File: config.mk
export PLATFORM = sky130hd
export DESIGN_NAME = aux_pwm_timer
export DESIGN_NICKNAME = d
export VERILOG_FILES = /design/src/rtl/aux_pwm_pkg.sv /design/src/rtl/aux_pwm_regs.sv /design/src/rtl/aux_pwm_counter.sv /design/src/rtl/aux_pwm_out.sv /design/src/rtl/aux_pwm_timer.sv
export SDC_FILE = /design/constraint.sdc
export NUM_CORES = 1
export LEC_CHECK = 0
export BUFFER_PORTS_ARGS = -buffer_cell sky130_fd_sc_hd__buf_2
export CAP_MARGIN = 20
export CORE_MARGIN = 2
export CORE_UTILIZATION = 55
export CTS_BUF_LIST = sky130_fd_sc_hd__clkbuf_4
export CTS_CLUSTER_DIAMETER = 150
export DETAILED_ROUTE_END_ITERATION = 8
export GPL_TIMING_DRIVEN = 0
export PLACE_DENSITY = 0.74
export RECOVER_POWER = 25
export SLEW_MARGIN = 15
export SYNTH_ARGS = -nofsm -noshare
export SYNTH_HDL_FRONTEND = slang
export SYNTH_SLANG_ARGS = --single-unit
export TNS_END_PERCENT = 1
File: constraint.sdc
create_clock -name clk -period 6.65 [get_ports clk]
set_input_delay 0.3325 -clock clk [delete_from_list [all_inputs] [get_ports clk]]
set_output_delay 0.3325 -clock clk [all_outputs]
set_load 0.03 [all_outputs]
File: src/rtl/aux_pwm_pkg.sv
package aux_pwm_pkg;
  localparam int unsigned OFF_CTRL    = 'h00;
  localparam int unsigned OFF_PER_ACT = 'h04;
  localparam int unsigned OFF_CMP_ACT = 'h08;
  localparam int unsigned OFF_PER_SH  = 'h0C;
  localparam int unsigned OFF_CMP_SH  = 'h10;
  localparam int unsigned OFF_COUNT   = 'h14;

  localparam int unsigned CTRL_W       = 16;
  localparam int unsigned BIT_RUN      = 0;
  localparam int unsigned BIT_PWM_EN   = 1;
  localparam int unsigned BIT_INVERT   = 2;
  localparam int unsigned BIT_SYNC_LO  = 4;
  localparam int unsigned BIT_SYNC_HI  = 5;
  localparam logic [CTRL_W-1:0] CTRL_MASK = 16'h0037;
endpackage

File: src/rtl/aux_pwm_regs.sv
module aux_pwm_regs
  import aux_pwm_pkg::*;
#(
  parameter int unsigned DATA_W = 32,
  parameter int unsigned ADDR_W = 8
) (
  input  logic                clk,
  input  logic                rst_n,
  input  logic [ADDR_W-1:0]   addr,
  input  logic                wr,
  input  logic [DATA_W/8-1:0] strb,
  input  logic [DATA_W-1:0]   wdata,
  input  logic                wrap,
  input  logic [DATA_W-1:0]   cnt,
  output logic [DATA_W-1:0]   rdata,
  output logic                run,
  output logic                pwm_en,
  output logic                invert,
  output logic [1:0]          sync_sel,
  output logic [DATA_W-1:0]   per_act,
  output logic [DATA_W-1:0]   cmp_act,
  output logic [DATA_W-1:0]   per_sh,
  output logic [DATA_W-1:0]   cmp_sh
);
  localparam int unsigned NB = DATA_W / 8;

  logic [DATA_W-1:0] wmask;
  logic [CTRL_W-1:0] ctrl_q, ctrl_d;
  logic [DATA_W-1:0] per_act_q, per_act_d, cmp_act_q, cmp_act_d;
  logic [DATA_W-1:0] per_sh_q, per_sh_d, cmp_sh_q, cmp_sh_d;
  logic sel_ctrl, sel_pa, sel_ca, sel_ps, sel_cs;
  logic en_ctrl, en_act, en_sh;

  for (genvar b = 0; b < NB; b++) begin : g_lane
    assign wmask[b*8 +: 8] = {8{strb[b]}};
  end

  function automatic logic [DATA_W-1:0] merge(input logic [DATA_W-1:0] old_v,
                                              input logic [DATA_W-1:0] new_v,
                                              input logic [DATA_W-1:0] m);
    return (old_v & ~m) | (new_v & m);
  endfunction

  assign sel_ctrl = wr && (addr == ADDR_W'(OFF_CTRL));
  assign sel_pa   = wr && (addr == ADDR_W'(OFF_PER_ACT));
  assign sel_ca   = wr && (addr == ADDR_W'(OFF_CMP_ACT));
  assign sel_ps   = wr && (addr == ADDR_W'(OFF_PER_SH));
  assign sel_cs   = wr && (addr == ADDR_W'(OFF_CMP_SH));

  always_comb begin
    ctrl_d = ((ctrl_q & ~wmask[CTRL_W-1:0]) | (wdata[CTRL_W-1:0] & wmask[CTRL_W-1:0]))
             & CTRL_MASK;
    per_act_d = per_act_q;
    cmp_act_d = cmp_act_q;
    if (wrap) begin
      per_act_d = per_sh_q;
      cmp_act_d = cmp_sh_q;
    end
    if (sel_pa) per_act_d = merge(per_act_q, wdata, wmask);
    if (sel_ca) cmp_act_d = merge(cmp_act_q, wdata, wmask);
    per_sh_d = per_sh_q;
    cmp_sh_d = cmp_sh_q;
    if (sel_ps) per_sh_d = merge(per_sh_q, wdata, wmask);
    if (sel_pa) per_sh_d = merge(per_act_q, wdata, wmask);
    if (sel_cs) cmp_sh_d = merge(cmp_sh_q, wdata, wmask);
    if (sel_ca) cmp_sh_d = merge(cmp_act_q, wdata, wmask);
  end

  assign en_ctrl = sel_ctrl;
  assign en_act  = wrap | sel_pa | sel_ca;
  assign en_sh   = sel_ps | sel_cs | sel_pa | sel_ca;

  always_ff @(posedge clk or negedge rst_n) begin
    if (!rst_n) ctrl_q <= '0;
    else if (en_ctrl) ctrl_q <= ctrl_d;
  end

  always_ff @(posedge clk or negedge rst_n) begin
    if (!rst_n) begin
      per_act_q <= '0;
      cmp_act_q <= '0;
    end else if (en_act) begin
      per_act_q <= per_act_d;
      cmp_act_q <= cmp_act_d;
    end
  end

  always_ff @(posedge clk or negedge rst_n) begin
    if (!rst_n) begin
      per_sh_q <= '0;
      cmp_sh_q <= '0;
    end else if (en_sh) begin
      per_sh_q <= per_sh_d;
      cmp_sh_q <= cmp_sh_d;
    end
  end

  always_comb begin
    rdata = '0;
    case (addr)
      ADDR_W'(OFF_CTRL):    rdata = DATA_W'(ctrl_q);
      ADDR_W'(OFF_PER_ACT): rdata = per_act_q;
      ADDR_W'(OFF_CMP_ACT): rdata = cmp_act_q;
      ADDR_W'(OFF_PER_SH):  rdata = per_sh_q;
      ADDR_W'(OFF_CMP_SH):  rdata = cmp_sh_q;
      ADDR_W'(OFF_COUNT):   rdata = cnt;
      default:              rdata = '0;
    endcase
  end

  assign run      = ctrl_q[BIT_RUN];
  assign pwm_en   = ctrl_q[BIT_PWM_EN];
  assign invert   = ctrl_q[BIT_INVERT];
  assign sync_sel = ctrl_q[BIT_SYNC_HI:BIT_SYNC_LO];
  assign per_act  = per_act_q;
  assign cmp_act  = cmp_act_q;
  assign per_sh   = per_sh_q;
  assign cmp_sh   = cmp_sh_q;
endmodule

File: src/rtl/aux_pwm_counter.sv
module aux_pwm_counter #(
  parameter int unsigned CNT_W = 32
) (
  input  logic             clk,
  input  logic             rst_n,
  input  logic             run,
  input  logic             sync_in,
  input  logic [1:0]       sync_sel,
  input  logic [CNT_W-1:0] period,
  output logic [CNT_W-1:0] cnt,
  output logic             wrap
);
  logic [CNT_W-1:0] cnt_q, cnt_d;
  logic             sync_hit;

  assign sync_hit = sync_in && (sync_sel != 2'b11);
  assign wrap     = run && (cnt_q >= period);

  always_comb begin
    if (wrap || sync_hit) cnt_d = '0;
    else                  cnt_d = cnt_q + CNT_W'(1);
  end

  always_ff @(posedge clk or negedge rst_n) begin
    if (!rst_n)   cnt_q <= '0;
    else if (run) cnt_q <= cnt_d;
  end

  assign cnt = cnt_q;
endmodule

File: src/rtl/aux_pwm_out.sv
module aux_pwm_out #(
  parameter int unsigned CNT_W = 32
) (
  input  logic [CNT_W-1:0] cnt,
  input  logic [CNT_W-1:0] period,
  input  logic [CNT_W-1:0] compare,
  input  logic             pwm_en,
  input  logic             invert,
  output logic             pwm
);
  logic level;

  always_comb begin
    level = (compare >= period) || (cnt < compare);
    pwm   = pwm_en && (level ^ invert);
  end
endmodule

File: src/rtl/aux_pwm_timer.sv
module aux_pwm_timer #(
  parameter int unsigned DATA_W = 32,
  parameter int unsigned ADDR_W = 8
) (
  input  logic                clk,
  input  logic                rst_n,
  input  logic [ADDR_W-1:0]   bus_addr,
  input  logic                bus_wr,
  input  logic [DATA_W/8-1:0] bus_strb,
  input  logic [DATA_W-1:0]   bus_wdata,
  output logic [DATA_W-1:0]   bus_rdata,
  input  logic                sync_in,
  output logic                pwm_out
);
  localparam int unsigned CNT_W = DATA_W;

  logic             rst_meta, rst_sync_n;
  logic             run, pwm_en, invert, wrap;
  logic [1:0]       sync_sel;
  logic [CNT_W-1:0] cnt, per_act, cmp_act, per_sh, cmp_sh;

  always_ff @(posedge clk or negedge rst_n) begin
    if (!rst_n) begin
      rst_meta   <= 1'b0;
      rst_sync_n <= 1'b0;
    end else begin
      rst_meta   <= 1'b1;
      rst_sync_n <= rst_meta;
    end
  end

  aux_pwm_regs #(.DATA_W(DATA_W), .ADDR_W(ADDR_W)) u_regs (
    .clk(clk), .rst_n(rst_sync_n), .addr(bus_addr), .wr(bus_wr), .strb(bus_strb),
    .wdata(bus_wdata), .wrap(wrap), .cnt(cnt), .rdata(bus_rdata), .run(run),
    .pwm_en(pwm_en), .invert(invert), .sync_sel(sync_sel), .per_act(per_act),
    .cmp_act(cmp_act), .per_sh(per_sh), .cmp_sh(cmp_sh)
  );

  aux_pwm_counter #(.CNT_W(CNT_W)) u_cnt (
    .clk(clk), .rst_n(rst_sync_n), .run(run), .sync_in(sync_in),
    .sync_sel(sync_sel), .period(per_act), .cnt(cnt), .wrap(wrap)
  );

  aux_pwm_out #(.CNT_W(CNT_W)) u_out (
    .cnt(cnt), .period(per_act), .compare(cmp_act), .pwm_en(pwm_en),
    .invert(invert), .pwm(pwm_out)
  );
endmodule

**Yosys cells after proc, flatten, opt, wreduce, memory -nomap -nowiden**

Cells that the tools add are included.

- Flip-flop bits (word level): 167
- Bits in latches: 0
- Memory bits (writable): 0
- Memory bits (read-only): 0
- Input port bits: 48
- Output and inout port bits: 33
- Word-level logic and storage cells: 67
- Memories kept: 0

- Add/sub/neg operators: 1
- Multipliers: 0
- Divide/modulo/power cells: 0
- Order comparisons: 3
- Equal/unequal tests: 6
- Shift-type cells: 0
- Multiplexer cells: 10
- Bitwise gates (word level): 20
- Reduce and logical (&&, ||, !) cells: 19

Operators by type and width:

| kind | number |
|---|---|
| 32-bit two-way mux | 9 |
| 32-bit case mux with 6 select lines | 1 |
| 32-bit bitwise AND | 5 |
| 32-bit OR | 4 |
| 32-bit greater-or-equal comparator | 2 |
| 32-bit by 1-bit adder with 32-bit output, second input constant | 1 |
| 32-bit less-than comparator | 1 |
| 32-bit NOT | 1 |
| 8-bit by 4-bit equality test with 1-bit output, second input constant | 2 |
| 8-bit by 5-bit equality test with 1-bit output, second input constant | 2 |
| 6-bit bitwise AND | 2 |
| 8-bit by 3-bit equality test with 1-bit output, second input constant | 1 |
| 1-bit logical AND | 8 |
| 8-bit logical NOT | 1 |
| 2-bit AND reduction | 4 |
| 2-bit nonzero test | 4 |
| 6-bit NOT | 1 |
| 6-bit OR | 1 |
| 1-bit OR | 5 |
| 1-bit logical OR | 2 |
| 2-bit inequality test, second input constant | 1 |
| 1-bit bitwise XOR | 1 |

**Logic depth before layout (Yosys ltp)**

Gate-level depths: netlist (run 1).

- Depth in word-level cells: 6
- Gate-level depth with buffers: 10

**Cells and area by module**

Synthesis (run 1) repeated with hierarchy kept, for this count alone.

- Cells, all modules: 1290
- Area total of the unflattened synthesis: 11654.9 µm²

Modules (own cells, without submodules):

| module | times used | cells an instance | area an instance (µm²) | sequential area each (µm²) |
|---|---|---|---|---|
| aux_pwm_regs | 1 | 786 | 7578.5 | 3328.2 |
| aux_pwm_counter | 1 | 279 | 2431.1 | 800.8 |
| aux_pwm_out | 1 | 222 | 1591.5 | 0.0 |
| aux_pwm_timer | 1 | 3 | 53.8 | 50.0 |

**Least setup slack after synthesis (run 1)**

Ideal clock, no wire load.

- Path kind: register to output
- From: reg u_regs.per_act_q[27] (netlist: u_regs.per_act[27])
- To: out pwm_out
- Arrival time: 2.432 ns
- Path slack: 3.885 ns
- Cell stages (with the launch flop): 10
- Path buffers: 0
- Cell sequence: dfrtp_1 inv_1 ha_1 a21o_1 a21o_1 a2111oi_0 o211ai_1 o21a_1 a211oi_1 mux2i_1

- Cells in the longest elaborated chain, start to end: 4

Ends and longest elaborated chain:

| element | line | RTL |
|---|---|---|
| start, declared | aux_pwm_regs.sv:29 | `logic [DATA_W-1:0] per_act_q, per_act_d, cmp_act_q, cmp_act_d;` |
| start signal, assigned | aux_pwm_regs.sv:83 | `per_act_q <= per_act_d;` |
| 32-bit greater-or-equal comparator | aux_pwm_out.sv:14 | `level = (compare >= period) \|\| (cnt < compare);` |
| 1-bit logical OR | aux_pwm_out.sv:14 |  |
| 1-bit bitwise XOR | aux_pwm_out.sv:15 | `pwm = pwm_en && (level ^ invert);` |
| 1-bit logical AND | aux_pwm_out.sv:15 |  |
| end, declared | aux_pwm_timer.sv:13 | `output logic pwm_out` |

Every way passes these cells.

**Worst setup path after layout (run 1)**

- From: reg u_cnt.cnt_q[15] (netlist: u_cnt.cnt[15])
- To: out pwm_out

- Cells in the longest elaborated chain, start to end: 4

Ends and longest elaborated chain:

| element | line | RTL |
|---|---|---|
| start, declared | aux_pwm_counter.sv:13 | `logic [CNT_W-1:0] cnt_q, cnt_d;` |
| start signal, assigned | aux_pwm_counter.sv:26 | `else if (run) cnt_q <= cnt_d;` |
| 32-bit less-than comparator | aux_pwm_out.sv:14 |  |
| 1-bit logical OR | aux_pwm_out.sv:14 |  |
| 1-bit bitwise XOR | aux_pwm_out.sv:15 |  |
| 1-bit logical AND | aux_pwm_out.sv:15 |  |

Every way passes these cells.

==> results of run 1 <==
-- power breakdown --
part,internal (uW),switching [uW]
registers,1130,117
logic,556,1380
clock network,152,397
-- stage by stage --
stage                     total power [uW]  setup slack, ns  instance area [um2]  TNS (ns)  utilization (%)
after floorplan                       2390             1.65                11200         0                -
after CTS                             3650             2.62                12600         0             62.6
after global placement                3060           -0.454                11900    -72.77             59.4
final                                 3720             2.39                12500         0             62.3
after global routing                  3890             2.09                12500         0             62.3
after detailed placement              3090             3.28                12000         0             59.8
-- worst max path at each step --
stage	endpoint	slack, ns	cells past startpoint
floorplan	async pin	1.65	0
global placement	u_regs.per_act[20]	-0.45	0
detailed placement	bus_rdata[25]	3.28	7
CTS	pwm_out	2.62	10
global route	u_regs.cmp_act[22]	2.09	1
finish	pwm_out	2.39	9
-- repair_timing --
item	in CTS	in global routing
hold endpoints to repair	47	0
gates resized for setup	0	0
hold buffers	34	0
-- cell usage in the layout (no fill, tap or decap), types with 5 or more instances in the layout --
master	synthesis	final
a21oi_1	43	43
o21a_1	5	5
a31oi_2	7	7
o31a_1	25	25
and2_1	8	8
mux2i_1	39	39
xnor2_1	12	12
a211oi_1	7	7
nand3_1	46	46
nand4_1	20	20
o21ai_0	77	77
dlygate4sd3_1	0	34
clkinvlp_4	0	5
o211ai_1	66	66
xor2_1	15	15
nor2_2	6	6
and3_1	13	13
o21ai_1	56	56
nand2b_1	6	6
nor3_1	5	5
a221o_1	28	28
clkbuf_1	35	38
clkbuf_4	0	19
a222oi_1	8	8
inv_1	80	80
buf_2	22	99
buf_1	7	7
nor2_1	57	57
a22oi_1	31	31
o221ai_1	5	5
a21o_1	20	20
ha_1	96	96
nand2_1	217	217
dfrtp_1	167	167
-- metal layers --
| metal | track usage [%] | up-vias |
|---|---|---|
| met3 | 6.24 | 155 |
| met1 | 46.2 | 5259 |
| met2 | 55.8 | 575 |
| met4 | 19.9 | 0 |
| li1 | - | 4920 |
| met5 | 0 | - |
-- cells by family after synthesis --
family | count (synthesis)
XOR/XNOR | 27
AND/OR/NAND/NOR | 397
multiplexers | 43
adder cells (fa/ha/maj) | 96
buffers and inverters | 149
AO/OA/AOI/OAI | 396
flip-flops | 167
other | 1
-- cell type report --
type | instances | area [um2] | share of cell area [%]
plain buffers | 68 | 307 | 2.45
clock inverters | 13 | 85.1 | 0.680
well taps | 270 | 338 | 2.70
diodes | 1 | 2.50 | 0.0200
repair buffers | 114 | 737 | 5.89
multi-input cells | 960 | 6430 | 51.3
clock buffers | 19 | 143 | 1.14
inverters | 81 | 304 | 2.43
flip-flops and latches | 167 | 4180 | 33.4
==> flow_metrics.tcl, run 1 <==
set metrics [dict create \
    finalHoldViolCount 0 \
    async_flop_share_pct 100 \
    synth_compound_area_share_pct 24.4 \
    cp-startpoint "u_cnt.cnt[15]" \
    r2r-end "u_regs.cmp_act[22]" \
    wl_um 37900 \
    synthAdderAreaFrac_pct 10.7 \
    reg2reg_depth 1 \
    crit_path_start_kind "flop" \
    h-tree-depth 4 \
    avgSynthCellArea_um2 8.79 \
    track_usage_pct 35.3 \
    relSlewSlack_pct -103 \
    n_fill_cell 1773 \
    met2_wirelength_um 17200 \
    slew_viol_final 144 \
    grt_pass1_vias 10600 \
    root_buffer "clkbuf_4" \
    die_y_um 147 \
    r2r_slack_ns 2.76 \
    critical_path.max_stage_delay_ns 0.78 \
    antenna_found_initial 1 \
    status "finished, violations left" \
    holdPathStages 4 \
    hold_path_startpoint "sync_in" \
    io_buffers 77 \
    detail-route-antenna-nets 0 \
    yosysWarnings 0 \
    worstPathMaxFanout 7 \
    io_pins 81 \
    max_cap_viol_count 3 \
    drt_first_pass_iters 6 \
    synthDistinctLibCells 59 \
    placed_cells 1626 \
    cp_cell_sequence "ha_1 > nand4_1 > nor2_1 > nand2_1 > a211oi_1 > o311ai_0 > a211oi_1 > mux2i_1 > buf_2" \
    yosys.area_share.simple_pct 16.0 \
    fmax_ghz 0.235 \
    drc 0 \
    insertion_delay_ns 0.60 \
    powerDensity_nw_per_um2 297 \
    ys.flop_type "dfrtp_1" \
    finish.net_count 1553 \
    path_delay_family "compound AO/OA/AOI/OAI gates" \
    start_util_pct 55.8 \
    ys_seq_area_share_pct 37.3 \
    hp-class "in -> reg" \
    cts_setup_buffers 0 \
    drive_gt1_share_pct 11.3 \
    top_layer "met4" \
    p_leak_uw 0.00577 \
    tritoncts "built" \
    crit_arrival_ns 3.92 \
    period_needed_ns 4.26 \
    rows 52 \
    synth_fp_nets 1420 \
    reg2reg_from "rst_sync_n" \
    core_um2 20100 \
    yosysTopAreaCellShare_pct 37.3 \
    vias 10900 \
    yosysMostFrequentCell "nand2_1" \
    rsz0062_at_grt "no" \
    whs_ns 0.249 \
    clock_path_buffers 2 \
    violations "max-capacitance violations, max-slew violations" \
    fin_cells 1693 \
    crit_path_frequent_cell "a211oi_1" \
    numCtsBuffers 17 \
    synth_top_cell_by_area "dfrtp_1" \
    met1Wirelength_um 15400 \
    cp-end-kind "output port" \
    synthTopCellsByArea "dfrtp_1, ha_1, nand2_1" \
    drt_iter0_drc 1171 \
    synthesis.area_um2 11200 \
    ys_ff_latch 167 \
    tightestPinTransition_ns 3.04 \
    die_w_um 147 \
    wl_met3_um 3120 \
    fin_crit_sh_pct 64.0 \
    synth_xor_area_share_pct 2.11 \
    overflow 0 \
    finalClockSkew_ns 0.0247 \
    critPathSlowestCell "a211oi_1" \
    yosys-top-cells-count "nand2_1, dfrtp_1, ha_1" \
    holdPathEnd "u_cnt.cnt[1]" \
    synth_top_family_by_area "compound AO/OA/AOI/OAI gates" \
    synthMuxAreaShare_pct 4.02 \
    gp_congestion 0.943 \
    drt-wirelength-per-cell_um 22.4 \
    vias_per_cell 6.44 \
    dieArea_um2 21600 \
    syn_inst 1276 \
    grt_pass1_wl_um 58800 \
    max-vdd-ir-drop_v 0.000323 \
    crit_type "reg -> out" \
    area_growth_pct 11.6 \
    crit_buf_inv 1 \
    hpwl_um 27500 \
    cp.required_ns 6.32 \
    setup_viol 0 \
    synth-edff-count 0 \
    clock-sinks 167 \
    path_clk_slew_ns 0.15 \
    grt_max_degree 54 \
]
Power figures use the tool's default switching activity.
==> run 2: changes to the inputs <==
--- a/config.mk
+++ b/config.mk
@@ -13,7 +13,7 @@
 export CTS_CLUSTER_DIAMETER = 150
 export DETAILED_ROUTE_END_ITERATION = 8
 export GPL_TIMING_DRIVEN = 0
-export PLACE_DENSITY = 0.74
+export PLACE_DENSITY = 0.77
 export RECOVER_POWER = 25
 export SLEW_MARGIN = 15
 export SYNTH_ARGS = -nofsm -noshare
==> constraint.sdc (replaced) <==
create_clock -name clk -period 3.6 [get_ports clk]
set_input_delay 0.18 -clock clk [delete_from_list [all_inputs] [get_ports clk]]
set_output_delay 0.18 -clock clk [all_outputs]
set_load 0.03 [all_outputs]
==> run 2 against run 1 <==
Combinational power grew 45%. Register-to-register slack got worse by 2.6 ns. Power increased by 64%. Setup slack worse by 2.2 ns. Non-clock buffer count up 1. The flow still finishes with violations (max-capacitance violations, max-slew violations). Sequential power is 81% higher. Critical path depth is 1 higher. Die area unchanged. Routed wire length grew 2.6%. Global-route usage rose by 0.59 points. Cell area is 0.86% higher. Largest power group unchanged. Flip-flop and latch count stayed put.
==> flow_metrics.tcl, run 2 (synthesized netlist as in run 1, its figures left out) <==
set metrics [dict create \
    wl_met3_um 4120 \
    placed_cells 1626 \
    worst_slack_ns 0.198 \
    top_layer "met4" \
    fin_cells 1694 \
    max-vdd-ir-drop_v 0.000411 \
    grt_max_degree 48 \
    relSlewSlack_pct -1.98 \
    cp-end-kind "output port" \
    detail-route-antenna-nets 0 \
    hp-class "in -> reg" \
    cp.required_ns 3.42 \
    status "finished, violations left" \
    io_buffers 77 \
    vias_per_cell 6.57 \
    dieArea_um2 21600 \
    die_w_um 147 \
    clock-sinks 167 \
    max_cap_viol_count 1 \
    wl_um 38900 \
    period_needed_ns 3.40 \
    grt_pass1_vias 10800 \
    die_y_um 147 \
    antenna_found_initial 2 \
    p_leak_uw 0.00582 \
    drc 0 \
    multiInputGateArea_um2 6470 \
    setup_viol 0 \
    final_cell_mix "nand2_1, dfrtp_1, buf_2, ha_1, inv_1" \
    rsz0062_at_grt "no" \
    crit_type "reg -> out" \
    worstPathMaxFanout 4 \
    met2_wirelength_um 17500 \
    rows 52 \
    crit_arrival_ns 3.22 \
    totalPowerFinal_uw 6110 \
    n_fill_cell 1746 \
    drt-wirelength-per-cell_um 23.0 \
    grt_pass1_wl_um 59700 \
    gp_congestion 0.997 \
    violations "max-capacitance violations, max-slew violations" \
    tightestPinTransition_ns 1.53 \
    cts_setup_buffers 0 \
    drive_gt1_share_pct 11.9 \
    core_um2 20100 \
    clock_path_buffers 2 \
    start_util_pct 55.8 \
    finalHoldViolCount 0 \
    io_pins 81 \
    powerDensity_nw_per_um2 484 \
    dp_slack_ns 0.452 \
    crit_path_start_kind "flop" \
    h-tree-depth 4 \
    vias 11100 \
    tritoncts "built" \
    fin_crit_sh_pct 94.5 \
    seqCellArea_um2 4180 \
    track_usage_pct 35.9 \
    numCtsBuffers 17 \
    path_clk_slew_ns 0.16 \
    overflow 0 \
    drt_first_pass_iters 8 \
    layout_commonest_cell "nand2_1" \
    finalClockSkew_ns 0.0248 \
    met1Wirelength_um 15100 \
    drt_iter0_drc 1405 \
    fmax_ghz 0.294 \
    slew_viol_final 39 \
    area_growth_pct 12.6 \
    hpwl_um 27800 \
    finish.net_count 1554 \
    insertion_delay_ns 0.62 \
    root_buffer "clkbuf_4" \
]
[run 2: changes by cell type in the layout (fill, tap and decap cells not counted), sizes merged]
cell      previous run  this run
buf                109       111
bufinv               0         1
clkbuf              58        56
clkinv               8        10
clkinvlp             5         3
[run 2: layer usage]
| layer | up-vias | GRT usage (%) |
|---|---|---|
| met5 | - | 0.227 |
| li1 | 4917 | - |
| met1 | 5375 | 47.0 |
| met3 | 155 | 8.26 |
| met2 | 683 | 55.1 |
| met4 | 0 | 20.4 |
[run 2: per-stage QoR]
stage	utilization [%]	hold WS (ns)	area, um2	TNS [ns]
final	62.8	0.0581	12600	0
after global routing	62.8	0.0708	12600	0
after CTS	62.7	0.0479	12600	0
after detailed placement	59.8	-0.0332	12000	0
after global placement	59.4	-0.0341	11900	-48.61
after floorplan	-	-0.116	11200	0
[run 2: power breakdown]
part | internal [uW] | switching, uW | total [uW]
logic | 841 | 1950 | 2790
clock network | 341 | 742 | 1080
registers | 2040 | 193 | 2240
total | 3230 | 2880 | 6110
[run 2: what timing repair did]
action / CTS / global route
gates resized for setup: 3 / 9
hold buffers: 34 / 0
hold endpoints to repair: 135 / 0
endpoints found under the setup margin: 1 / 1
pin swaps: 0 / 1
[run 2: final cells by class]
class | count | area share [%]
Multi-Input combinational cell | 960 | 51.2
Sequential cell | 167 | 33.1
Timing Repair Buffer | 115 | 6.20
Tap cell | 270 | 2.68
Buffer | 68 | 2.43
Inverter | 81 | 2.41
Clock buffer | 18 | 1.07
Clock inverter | 14 | 0.872
Antenna cell | 1 | 0.0198
[run 2: worst max-delay path, cell delays in order (launching register included)]
cell	delay (ns)
dfrtp_1	0.43
inv_1	0.14
ha_1	0.27
a21o_1	0.19
a21oi_1	0.24
o211ai_1	0.14
o21ai_2	0.28
a2111oi_2	0.15
a211oi_4	0.36
mux2i_1	0.21
buf_2	0.21
[run 2: worst paths after layout]
path / start / to / slack [ns] / depth (start not counted)
worst max-delay path: u_regs.per_act[10] / pwm_out / 0.20 / 10
worst min register to register: rst_meta / rst_sync_n / 0.37 / 0
min in group asynchronous: rst_n / rst_meta / 0.39 / 3
worst max register to register: u_cnt.cnt[25] / u_regs.cmp_act[21] / 0.20 / 9
max in group asynchronous: rst_sync_n / async pin / 0.87 / 2
worst min-delay path: bus_strb[3] / flop / 0.06 / 4
==> run 3: changes to the inputs <==
--- a/config.mk
+++ b/config.mk
@@ -9,10 +9,10 @@
 export CAP_MARGIN = 20
 export CORE_MARGIN = 2
 export CORE_UTILIZATION = 55
-export CTS_BUF_LIST = sky130_fd_sc_hd__clkbuf_4
 export CTS_CLUSTER_DIAMETER = 150
 export DETAILED_ROUTE_END_ITERATION = 8
 export GPL_TIMING_DRIVEN = 0
+export HOLD_SLACK_MARGIN = 0.15
 export PLACE_DENSITY = 0.77
 export RECOVER_POWER = 25
 export SLEW_MARGIN = 15
==> run 3 against run 2 <==
The flow still finishes with violations (max-capacitance violations, max-slew violations). Die area stayed put. Non-clock buffer count did not move. Utilization is 1.4 points higher. Maximum frequency down 2.7%. Flip-flop and latch count is the same. First-iteration DRC count increased by 5.6%. Power increased by 94%. Critical path type unchanged. Largest cell class unchanged.
==> flow_metrics.tcl, run 3 (synthesized netlist as in run 1, its figures left out) <==
set metrics [dict create \
    cts_setup_buffers 0 \
    clock_path_buffers 2 \
    reg2reg_depth 9 \
    tightestPinTransition_ns 1.53 \
    period_needed_ns 3.49 \
    reg2reg_from "u_cnt.cnt[25]" \
    cp-startpoint "u_regs.per_act[10]" \
    die_w_um 147 \
    finish.net_count 1554 \
    r2r-end "u_regs.cmp_act[22]" \
    r2r_slack_ns 0.23 \
    h-tree-depth 4 \
    wl_um 39200 \
    antenna_found_initial 2 \
    rsz0062_at_grt "no" \
    max-vdd-ir-drop_v 0.00111 \
    start_util_pct 55.8 \
    fin_crit_sh_pct 97.1 \
    clock-sinks 167 \
    worst_slack_ns 0.106 \
    vias 11200 \
    drt_iter0_drc 1483 \
    drt_first_pass_iters 6 \
    path_clk_slew_ns 0.07 \
    grt_max_degree 48 \
    final_cell_mix "nand2_1, dfrtp_1, buf_2, ha_1, inv_1" \
    violations "max-capacitance violations, max-slew violations" \
    grt_pass1_vias 10900 \
    fmax_ghz 0.286 \
    finalHoldViolCount 0 \
    crit_type "reg -> out" \
    drc 0 \
    drive_gt1_share_pct 11.8 \
    rows 52 \
    numCtsBuffers 17 \
    hpwl_um 27800 \
    whs_ns 0.250 \
    insertion_delay_ns 0.45 \
    crit_path_start_kind "flop" \
    p_leak_uw 0.00596 \
    cp.required_ns 3.42 \
    worstPathMaxFanout 4 \
    hp-class "in -> reg" \
    slew_viol_final 39 \
    io_pins 81 \
    die_y_um 147 \
    area_growth_pct 15.2 \
    relSlewSlack_pct -1.82 \
    core_um2 20100 \
    drt-wirelength-per-cell_um 23.2 \
    dieArea_um2 21600 \
    status "finished, violations left" \
    cp-end-kind "output port" \
    dp_slack_ns 0.452 \
    vias_per_cell 6.63 \
    detail-route-antenna-nets 0 \
    overflow 0 \
    setup_viol 0 \
    gp_congestion 0.997 \
    root_buffer "clkbuf_16" \
    endpoint "pwm_out" \
    layout_commonest_cell "nand2_1" \
    powerDensity_nw_per_um2 917 \
    finalClockSkew_ns 0.00829 \
    tritoncts "built" \
    crit_arrival_ns 3.31 \
    io_buffers 77 \
    max_cap_viol_count 1 \
    grt_pass1_wl_um 60300 \
    track_usage_pct 36.3 \
]
run 3: worst min-delay path by stage:
stage / cells after the start / start / to / slack, ns
2_1_floorplan: 0 / rst_n / rst_meta / -0.12
3_3_place_gp: 1 / rst_n / rst_meta / -0.03
3_5_place_dp: 1 / rst_n / rst_meta / -0.03
4_1_cts: 4 / bus_strb[3] / flop / 0.24
5_1_grt: 4 / bus_strb[3] / flop / 0.27
6_report: 4 / bus_strb[3] / flop / 0.25
run 3: repair_timing:
action,CTS,global route
hold endpoints to repair,123,0
endpoints found under the setup margin,1,1
gates resized for setup,1,1
hold buffers,34,0
run 3: power breakdown:
group / internal [uW] / leakage [uW] / switching [uW]
sequential: 2280 / 0.00229 / 412
clock: 1010 / 0.000275 / 828
combinational: 2070 / 0.00340 / 5250
total: 5360 / 0.00596 / 6490
run 3: cell type report:
class / instances / area [um2]
timing repair buffer: 115 / 783
buffer: 68 / 307
multi-input combinational: 960 / 6440
clock inverter: 11 / 98.8
sequential: 167 / 4180
tap: 270 / 338
clock buffer: 21 / 470
antenna: 1 / 2.50
fill: 1701 / 7190
inverter: 81 / 304
run 3: metrics by stage:
step	setup TNS (ns)	util [%]	power [uW]	cells	instance area (um2)
6_report	0	64.3	11800	1694	12900
4_1_cts	0	64.3	10700	1692	12900
2_1_floorplan	0	-	4420	1276	11200
5_1_grt	0	64.2	9720	1693	12900
3_3_place_gp	-48.61	59.4	7640	1623	11900
3_5_place_dp	0	59.8	4630	1626	12000
run 3: metal layers:
| metal | global-route usage, % | vias up | routed length [um] | share of wire [%] |
|---|---|---|---|---|
| met5 | 0 | - | 0 | 0 |
| met4 | 20.6 | 0 | 2250 | 5.7 |
| met3 | 8.60 | 185 | 4080 | 10 |
| met2 | 56.0 | 763 | 17800 | 45 |
| met1 | 47.0 | 5357 | 15200 | 39 |
| li1 | - | 4920 | - | - |
run 3: worst max-delay path: stages, from the launching register on:
cell       delay, ns
dfrtp_1         0.40
inv_1           0.14
ha_1            0.27
a21o_1          0.19
a21oi_1         0.24
o211ai_1        0.12
o21ai_0         0.46
a2111oi_0       0.24
a211oi_2        0.40
mux2i_1         0.22
buf_2           0.21
